File: src/rtl/tmr_pair_pkg.sv
package tmr_pair_pkg;
   localparam logic [2:0] CKS_CASCADE = 3'b100;

   typedef enum logic [1:0] {
      CLR_NONE = 2'b00,
      CLR_MA   = 2'b01,
      CLR_MB   = 2'b10,
      CLR_EXT  = 2'b11
   } clr_sel_e;

   typedef enum logic [1:0] {
      PIN_KEEP   = 2'b00,
      PIN_LOW    = 2'b01,
      PIN_HIGH   = 2'b10,
      PIN_TOGGLE = 2'b11
   } pin_act_e;

   typedef enum logic [2:0] {
      RG_CTRL = 3'd0,
      RG_STAT = 3'd1,
      RG_CNT  = 3'd2,
      RG_CMPA = 3'd3,
      RG_CMPB = 3'd4,
      RG_PIN  = 3'd5
   } reg_sel_e;
endpackage

File: src/rtl/tmr_flag.sv
module tmr_flag (
   input  logic clk_i,
   input  logic rst_ni,
   input  logic set_i,
   input  logic rd_i,
   input  logic wr_i,
   input  logic wbit_i,
   output logic flag_o
);
   logic armed_q;

   always_ff @(posedge clk_i or negedge rst_ni) begin
      if (!rst_ni) begin
         armed_q <= 1'b0;
         flag_o  <= 1'b0;
      end else begin
         if (rd_i && flag_o)
            armed_q <= 1'b1;
         else if (wr_i)
            armed_q <= 1'b0;
         // a new event wins over a clear in the same cycle
         if (set_i)
            flag_o <= 1'b1;
         else if (wr_i && !wbit_i && armed_q)
            flag_o <= 1'b0;
      end
   end
endmodule

File: src/rtl/tmr_pin.sv
module tmr_pin
   import tmr_pair_pkg::*;
(
   input  logic       clk_i,
   input  logic       rst_ni,
   input  logic       evt_a_i,
   input  logic       evt_b_i,
   input  logic [3:0] act_i,
   output logic       pin_o
);
   function automatic logic apply(logic [1:0] act, logic cur);
      case (pin_act_e'(act))
         PIN_LOW:    return 1'b0;
         PIN_HIGH:   return 1'b1;
         PIN_TOGGLE: return ~cur;
         default:    return cur;
      endcase
   endfunction

   always_ff @(posedge clk_i or negedge rst_ni) begin
      if (!rst_ni)
         pin_o <= 1'b0;
      else if (evt_b_i)
         pin_o <= apply(act_i[3:2], pin_o);
      else if (evt_a_i)
         pin_o <= apply(act_i[1:0], pin_o);
   end
endmodule

File: src/rtl/tmr_pair.sv
module tmr_pair
   import tmr_pair_pkg::*;
#(
   parameter int CW    = 8,
   parameter int NTICK = 3
) (
   input  logic             clk_i,
   input  logic             rst_ni,
   input  logic [3:0]       bus_addr_i,
   input  logic             bus_wr_i,
   input  logic             bus_rd_i,
   input  logic [CW-1:0]    bus_wdata_i,
   output logic [CW-1:0]    bus_rdata_o,
   input  logic [NTICK-1:0] tick_i,
   input  logic             ext_clr_i,
   output logic [1:0]       irq_o,
   output logic [1:0]       pin_o
);
   localparam int NCH = 2;
   localparam int HI  = 0;
   localparam int LO  = 1;
   localparam logic [CW-1:0] CNT_MAX = '1;

   if (CW < 8) begin : g_bad_cw
      $error("tmr_pair: CW must be at least 8 to hold the ctrl fields");
   end
   if (NTICK < 1 || NTICK > 3) begin : g_bad_ntick
      $error("tmr_pair: NTICK must be 1 to 3");
   end

   logic [NCH-1:0][CW-1:0] cnt_q, cmpa_q, cmpb_q;
   logic [NCH-1:0][2:0]    cks_q;
   logic [NCH-1:0][1:0]    clr_q, ien_q, flag;
   logic [NCH-1:0][3:0]    act_q;
   logic [NCH-1:0]         evt_a, evt_b, clr_hit, inc, zap, eq_a, eq_b, itick;
   logic                   ext_q, ext_rise, wide, mcount, tick_lo;
   reg_sel_e               rsel;

   function automatic logic pick_tick(logic [2:0] cks, logic [NTICK-1:0] t);
      logic r;
      r = 1'b0;
      for (int k = 0; k < NTICK; k++)
         if (cks == 3'(k + 1)) r = t[k];
      return r;
   endfunction

   assign rsel     = reg_sel_e'(bus_addr_i[2:0]);
   assign wide     = (cks_q[HI] == CKS_CASCADE);
   assign mcount   = !wide && (cks_q[LO] == CKS_CASCADE);
   assign ext_rise = ext_clr_i && !ext_q;

   always_ff @(posedge clk_i or negedge rst_ni) begin
      if (!rst_ni) ext_q <= 1'b0;
      else         ext_q <= ext_clr_i;
   end

   // count sources and compare events
   assign tick_lo = itick[LO] | (mcount & itick[HI] & eq_a[HI]);

   assign evt_a[LO] = tick_lo & eq_a[LO];
   assign evt_b[LO] = tick_lo & eq_b[LO];
   assign evt_a[HI] = wide ? (tick_lo & eq_a[HI] & eq_a[LO]) : (itick[HI] & eq_a[HI]);
   assign evt_b[HI] = wide ? (tick_lo & eq_b[HI] & eq_b[LO]) : (itick[HI] & eq_b[HI]);

   assign inc[HI] = wide ? (tick_lo & (cnt_q[LO] == CNT_MAX)) : itick[HI];
   assign inc[LO] = tick_lo;
   assign zap[HI] = clr_hit[HI];
   assign zap[LO] = wide ? clr_hit[HI] : clr_hit[LO];

   for (genvar c = 0; c < NCH; c++) begin : g_ch
      logic hit, wr_ctrl, wr_cnt, wr_cmpa, wr_cmpb, wr_pin, rd_stat, wr_stat;

      assign hit     = (bus_addr_i[3] == 1'(c));
      assign wr_ctrl = bus_wr_i && hit && rsel == RG_CTRL;
      assign wr_cnt  = bus_wr_i && hit && rsel == RG_CNT;
      assign wr_cmpa = bus_wr_i && hit && rsel == RG_CMPA;
      assign wr_cmpb = bus_wr_i && hit && rsel == RG_CMPB;
      assign wr_pin  = bus_wr_i && hit && rsel == RG_PIN;
      assign wr_stat = bus_wr_i && hit && rsel == RG_STAT;
      assign rd_stat = bus_rd_i && hit && rsel == RG_STAT;

      assign itick[c] = pick_tick(cks_q[c], tick_i);
      assign eq_a[c]  = (cnt_q[c] == cmpa_q[c]);
      assign eq_b[c]  = (cnt_q[c] == cmpb_q[c]);
      assign clr_hit[c] = (clr_sel_e'(clr_q[c]) == CLR_MA  && evt_a[c]) ||
                          (clr_sel_e'(clr_q[c]) == CLR_MB  && evt_b[c]) ||
                          (clr_sel_e'(clr_q[c]) == CLR_EXT && ext_rise);

      always_ff @(posedge clk_i or negedge rst_ni) begin
         if (!rst_ni) begin
            cks_q[c]  <= '0;
            clr_q[c]  <= '0;
            ien_q[c]  <= '0;
            act_q[c]  <= '0;
            cmpa_q[c] <= '0;
            cmpb_q[c] <= '0;
            cnt_q[c]  <= '0;
         end else begin
            if (wr_ctrl) begin
               cks_q[c] <= bus_wdata_i[2:0];
               clr_q[c] <= bus_wdata_i[4:3];
               ien_q[c] <= bus_wdata_i[6:5];
            end
            if (wr_pin)  act_q[c]  <= bus_wdata_i[3:0];
            if (wr_cmpa) cmpa_q[c] <= bus_wdata_i;
            if (wr_cmpb) cmpb_q[c] <= bus_wdata_i;
            if (wr_cnt)       cnt_q[c] <= bus_wdata_i;
            else if (zap[c])  cnt_q[c] <= '0;
            else if (inc[c])  cnt_q[c] <= cnt_q[c] + 1'b1;
         end
      end

      for (genvar b = 0; b < 2; b++) begin : g_flag
         tmr_flag u_flag (
            .clk_i  (clk_i),
            .rst_ni (rst_ni),
            .set_i  (b == 0 ? evt_a[c] : evt_b[c]),
            .rd_i   (rd_stat),
            .wr_i   (wr_stat),
            .wbit_i (bus_wdata_i[b]),
            .flag_o (flag[c][b])
         );
      end

      tmr_pin u_pin (
         .clk_i   (clk_i),
         .rst_ni  (rst_ni),
         .evt_a_i (evt_a[c]),
         .evt_b_i (evt_b[c]),
         .act_i   (act_q[c]),
         .pin_o   (pin_o[c])
      );

      assign irq_o[c] = |(flag[c] & ien_q[c]);
   end

   always_comb begin
      logic ch;
      ch = bus_addr_i[3];
      bus_rdata_o = '0;
      case (rsel)
         RG_CTRL: begin
            bus_rdata_o[2:0] = cks_q[ch];
            bus_rdata_o[4:3] = clr_q[ch];
            bus_rdata_o[6:5] = ien_q[ch];
         end
         RG_STAT: bus_rdata_o[1:0] = flag[ch];
         RG_CNT:  bus_rdata_o      = cnt_q[ch];
         RG_CMPA: bus_rdata_o      = cmpa_q[ch];
         RG_CMPB: bus_rdata_o      = cmpb_q[ch];
         RG_PIN:  bus_rdata_o[3:0] = act_q[ch];
         default: bus_rdata_o      = '0;
      endcase
   end
endmodule

File: config.mk
export PLATFORM = sky130hd
export DESIGN_NAME = tmr_pair
export DESIGN_NICKNAME = d
export VERILOG_FILES = /design/src/rtl/tmr_pair_pkg.sv /design/src/rtl/tmr_flag.sv /design/src/rtl/tmr_pin.sv /design/src/rtl/tmr_pair.sv
export SDC_FILE = /design/constraint.sdc
export NUM_CORES = 1
export LEC_CHECK = 0
export ABC_CLOCK_PERIOD_IN_PS = 5550
export BUFFER_PORTS_ARGS = -buffer_cell sky130_fd_sc_hd__clkbuf_2
export CAP_MARGIN = 20
export CORE_MARGIN = 2
export CORE_UTILIZATION = 45
export DETAILED_ROUTE_END_ITERATION = 8
export HOLD_SLACK_MARGIN = 0.08
export PLACE_DENSITY = 0.7
export SETUP_SLACK_MARGIN = 0.3
export SYNTH_ARGS = -nofsm -noshare
export SYNTH_HDL_FRONTEND = slang
export SYNTH_HIERARCHICAL = 1
export SYNTH_SLANG_ARGS = --single-unit
File: constraint.sdc
create_clock -name clk_i -period 5.55 [get_ports clk_i]
set_clock_uncertainty 0.05 [all_clocks]
set_input_delay 1.11 -clock clk_i [delete_from_list [all_inputs] [get_ports clk_i]]
set_output_delay 1.11 -clock clk_i [all_outputs]
set_load 0.02 [all_outputs]
After elaboration in Yosys (flattened, before gate mapping)
Cells that the tools add are included.
{ "classes": {"n_reduce_logical": 65, "mux": 58, "order_cmp": 1, "bitwise_logic": 17, "shifts": 0, "n_div": 0, "multipliers": 0, "n_addsub": 2, "n_eq_ne": 38} }
{ "ops": {"columns": ["operator", "n"], "rows": [
  ["8-bit 2-to-1 mux", 12],
  ["1-bit logical AND", 38],
  ["8-bit == test", 4],
  ["1-bit 2-to-1 mux", 28],
  ["2-bit == test (second input constant)", 12],
  ["2-bit nonzero test", 10],
  ["3-bit by 2-bit == test with 1-bit output (second input constant)", 6],
  ["8-bit by 1-bit adder with 8-bit output (second input constant)", 2],
  ["1-bit case mux with 3 select lines", 5],
  ["2-bit by 1-bit == test with 1-bit output (second input constant)", 6],
  ["3-bit == test (second input constant)", 4],
  ["2-bit 2-to-1 mux", 6],
  ["2-bit case mux with 6 select lines", 1],
  ["3-bit case mux with 4 select lines", 1],
  ["1-bit bitwise AND", 11],
  ["2-bit case mux with 5 select lines", 1],
  ["3-bit by 1-bit == test with 1-bit output (second input constant)", 3],
  ["8-bit == test (second input constant)", 1],
  ["4-bit 2-to-1 mux", 2],
  ["4-bit by 1-bit inequality test with 1-bit output (second input constant)", 2],
  ["4-bit nonzero test", 2],
  ["3-bit 2-to-1 mux", 2],
  ["3-bit AND reduction", 2],
  ["3-bit nonzero test", 2],
  ["other kinds (8)", 18]
]} }
{ "word_totals": {"register_bits": 81, "word_cells": 206, "out_inout_bits": 12, "latch_bits": 0, "n_memories": 0, "romBits": 0, "ram_bits": 0} }

Depth between registers and ports, before layout
{ "depth": {"ltp_word": 16, "depth_mapped": 8, "ltp_nobuf": 7} }

Hierarchy
The synthesis kept the hierarchy.
{ "modules_own_cells": {"columns": ["mod", "cells_each", "instances", "area_per_inst_um2"], "rows": [
  ["tmr_pair", 406, 1, 4529.3],
  ["tmr_flag", 7, 4, 77.6],
  ["tmr_pin", 12, 2, 116.4]
]} }

Worst setup path before layout
Ideal clock, no wire load.
{ "synth_timing": {"kind": "input port to output port", "startpoint": "input port bus_addr_i[0]", "endpoint": "output port bus_rdata_o[2]", "slack_ps": 1636, "required_ps": 4390, "t_arrival_ps": 2754, "path_stages": 7, "path_cell_list": "clkbuf_1 > clkbuf_1 > buf_1 > a31oi_1 > o22ai_1 > nor2_1 > a21oi_1"} }
{ "synth_between": {"elab_chain_cells": 2, "elab_cells_between_ends": 6, "cone_classes": "eq/ne: 4; mux: 1; reduce/logical: 1"} }
{ "synth_rtl": {"columns": ["item", "line_no", "rtl"], "rows": [
  ["from (decl)", "tmr_pair.sv:9", "input logic [3:0] bus_addr_i,"],
  ["3-bit == test, or another cell as far along", "tmr_pair.sv:141", "case (rsel)"],
  ["2-bit case mux with 5 select lines (*)", "tmr_pair.sv:141", null],
  ["to (decl)", "tmr_pair.sv:13", "output logic [CW-1:0] bus_rdata_o,"]
]} }
Every way passes the cells marked *; elsewhere a longest branch is shown, timed or not.

Worst setup path after layout
{ "layout_timing": {"startpoint": "input port bus_addr_i[0]", "endpoint": "output port bus_rdata_o[7]"} }
{ "layout_between": {"elab_chain_cells": 2, "elab_cells_between_ends": 4, "cone_classes": "eq/ne: 3; mux: 1"} }
{ "layout_rtl": {"columns": ["item", "line_no"], "rows": [
  ["3-bit == test / 3-bit by 2-bit == test with 1-bit output (equally long branches)", "tmr_pair.sv:141"],
  ["1-bit case mux with 3 select lines (*)", "tmr_pair.sv:141"]
]} }
Marked as above.

==> results.md <==
- Root buffer cell: clkbuf_16
- Largest net degree at the start of global routing: 82
- Placement Setup Slack: 1.621 ns
- Hold Path Class: register to register
- WL per Instance: 22.13 µm
- Placed Cells: 599
- Clk slew on worst S/H paths: 0.06 ns
- Max Cap Viol: 0
- Share of cells above drive strength 1: 28.78%
- Power Density: 397.2 nW/µm²
- I/O pins: 32
- Total CTS buffers: 9
- Initial antenna violation count: 0
- Tot GR Track Use: 24.19%
- Layout Utilization: 50.50%
- CP peak stage delay: 0.45 ns
- Worst R2R Setup Slack: 2.84 ns
- Core area: 10940 µm²
- Total routed wirelength: 13.63 mm
- Slew at the pin with the worst max-slew slack: 1.041 ns
- FILL cells: 1002
- Startpoint types: primary input
- Top FF cell, synth: dfrtp_1
- Final instance count without filler cells: 616
- Final Net Count: 497
- Commonest non-fill, non-tap cell in the layout: dfrtp_1
- Pleak: 2.258 nW
- Clk pwr share: 26.3%
- Sequential share of power: 44.4%
- CP Capture Type: primary output
- Crit Path Category: primary input to primary output
- Die Wd: 110.2 µm
- Commonest cells after routing, fill and taps aside: 81 x dfrtp_1, 56 x mux2_2, 35 x xnor2_1, 30 x clkbuf_2, 29 x nand2_1
- Tmin final: 4.000 ns
- CP Data Arrival Time: 2.84 ns
- TritonRoute pass-1 iters: 5
- Final Max Slew Viols: 0
- Post-Syn Area per Cell: 11.08 µm²
- Buffers and inverters on the worst path: 2
- #FFs+latches synth: 81
- Synthesized area: 5072 µm²
- Status: complete, no violations
- Fraction of the cycle the final worst path needs: 72.08%
- Post-Syn Nets: 484
- Setup ws final: 1.550 ns
- Post-synth EDFFs: 0
- # hold bufs at CTS: 0
- CP cell instances: clkbuf_2 > nor2_1 > and2_0 > a221oi_1 > a21oi_1 > clkbuf_2
- Internal power: 0.001402 W
- Seq/Total Area, Yosys: 39.96%
- Peak supply drop: 0.2292 mV
- CTS tree: built
- Vias in the first global route: 3819
- Crit-path leading delay family: simple AND/OR/NAND/NOR gates
- Sw power: 0.0007916 W
- Die area: 12140 µm²
- Slowest-stage cell, CP: nor2_1
- Final hold violations: 0
- Combinational Power Share: 29.4%
- CP Data Required Time: 4.39 ns
- Ys async rst share: 100.0%
- Post-route ant nets: 0
- Setup Buffers After CTS: 0
- Deepest clock path buffer count: 2
- Post-Syn Instances: 458
- First-pass GRT wire length: 21.62 mm
- Yosys cell types: 70
- Max Freq: 250.0 MHz
- PostCTS Resize Cnt: 0
- Diode count: 0
- Clk sink count: 81
- Vias per cell: 6.297
- P&R area growth vs syn: 8.880%
- Slew margin rel.: 30.16%
- Final hold slack: 0.4863 ns
- Remaining global-route overflow: 0
- Gpl congestion: 0.9352
- Worst-skew pair later-pin latency: 0.34 ns
- Dpl hpwl: 9.479 mm
- CP dominant cell by count: clkbuf_2
- Setup violators final: 0
- RSZ-0062 raised after global routing: false
- Row cnt: 38
- Ys Warns: 6
- TNS Setup: 0 ns
- DR iter-0 viols: 391
- Drt drc: 0
- Initial core utilization: 46.38%
- Switching share of total power: 36.08%
- H-tree Lvls: 3
- Via count: 3879
- Crit-path max FO: 26
- Buffers on Ports: 31
- Die height: 110.2 µm
worst reg2reg max path, delay by kind of cell (launching register included):
kind | cells | cell delay [ns]
compound gates | 3 | 0.91
xor+xnor | 1 | 0.20
flops | 1 | 0.50
simple gates | 2 | 0.96
worst paths after layout:
kind                                                  start                               end  cells past startpoint
min reg2reg                g_ch[0].g_flag[0].u_flag/armed_q  g_ch[0].g_flag[0].u_flag/armed_q                      2
max reg2reg                                        cnt_q[0]               g_ch[1].u_pin/pin_o                      6
max                                           bus_addr_i[0]                    bus_rdata_o[7]                      6
max in group asynchronous                            rst_ni                         cmpb_q[5]                      2
min in group asynchronous                            rst_ni   g_ch[1].g_flag[1].u_flag/flag_o                      1
min                        g_ch[0].g_flag[0].u_flag/armed_q  g_ch[0].g_flag[0].u_flag/armed_q                      2
layout make-up:
| class | count | area (µm²) | share of cell area [%] |
|---|---|---|---|
| clock buffers | 11 | 252.7 | 4.576 |
| clock inverters | 5 | 37.54 | 0.6797 |
| inverters | 10 | 37.54 | 0.6797 |
| multi-input cells | 336 | 2808 | 50.84 |
| flip-flops and latches | 81 | 2027 | 36.70 |
| well taps | 140 | 175.2 | 3.172 |
| repair buffers | 33 | 185.2 | 3.353 |
flip-flops by register name, indices dropped and copies added, names as in the netlist:
| signal | count |
|---|---|
| cmpa_q | 16 |
| cmpb_q | 16 |
| cnt_q | 16 |
| act_q | 8 |
| cks_q | 6 |
| clr_q | 4 |
| g_ch.g_flag.u_flag/armed_q | 4 |
| g_ch.g_flag.u_flag/flag_o | 4 |
| ien_q | 4 |
| g_ch.u_pin/pin_o | 2 |
| ext_q | 1 |
synthesized netlist by cell type (3+ instances only):
cell       count  area, µm²
nand4_1        7      43.79
a22oi_1        8      60.06
nand2b_1       8      50.05
inv_1         10      37.54
buf_1          6      22.52
nor3b_1        5      37.54
o21ai_0        7      35.03
xnor2_1       35      306.5
nor2_1        21      78.83
ha_1           6      75.07
nor2b_1        4      25.02
nand3_1        8      40.04
xor2_1        10      87.58
a211oi_1       3      22.52
and3_1         3      18.77
clkbuf_8       4      55.05
a22o_1         5      43.79
nand2_1       29      108.9
mux2i_1       14      140.1
mux4_2         9      202.7
nand3b_1       5      37.54
a31oi_1        3      18.77
a32oi_1        6      52.55
o31ai_1        8      60.06
o22ai_1        3      18.77
a21oi_1       13      65.06
and2_1         4      25.02
clkbuf_1      12      45.04
nor3_1         5      25.02
a21o_1         5      37.54
mux2_2        56      630.6
dfrtp_1       81       2027
o2111ai_1      4      35.03
power groups by stage:
stage	Combinational (W)	Sequential (W)	Clock (W)
after CTS	0.000641	0.000966	0.000583
after floorplan	0.000556	0.000869	0
final	0.000644	0.000973	0.000576
after global placement	0.000613	0.000968	0
after global routing	0.000712	0.000994	0.000606
after detailed placement	0.000636	0.000974	0
cells by family (layout without fill, tap and decap cells):
kind of cell | count (synthesis) | count (layout) | share of synthesized area, %
mux | 79 | 79 | 19.19
xor+xnor | 45 | 45 | 7.770
flops | 81 | 81 | 39.96
buf+inv | 41 | 59 | 4.686
fa+ha+maj | 6 | 6 | 1.480
compound gates | 86 | 86 | 13.49
simple gates | 120 | 120 | 13.42
through the flow:
step / power (W) / instance area, µm²
floorplan: 0.001425 / 5072
global placement: 0.001582 / 5213
detailed placement: 0.001610 / 5213
CTS: 0.002191 / 5503
global route: 0.002312 / 5523
finish: 0.002194 / 5523
layer usage:
| layer | vias to the layer above | global-route usage [%] | share of wire [%] |
|---|---|---|---|
| li1 | 1710 | - | - |
| met1 | 1971 | 34.77 | 44 |
| met2 | 171 | 36.59 | 47 |
| met3 | 27 | 4.527 | 6.7 |
| met4 | 0 | 8.571 | 2.5 |
| met5 | - | 0 | 0 |
Note: power is estimated with default switching activity, not from simulation.
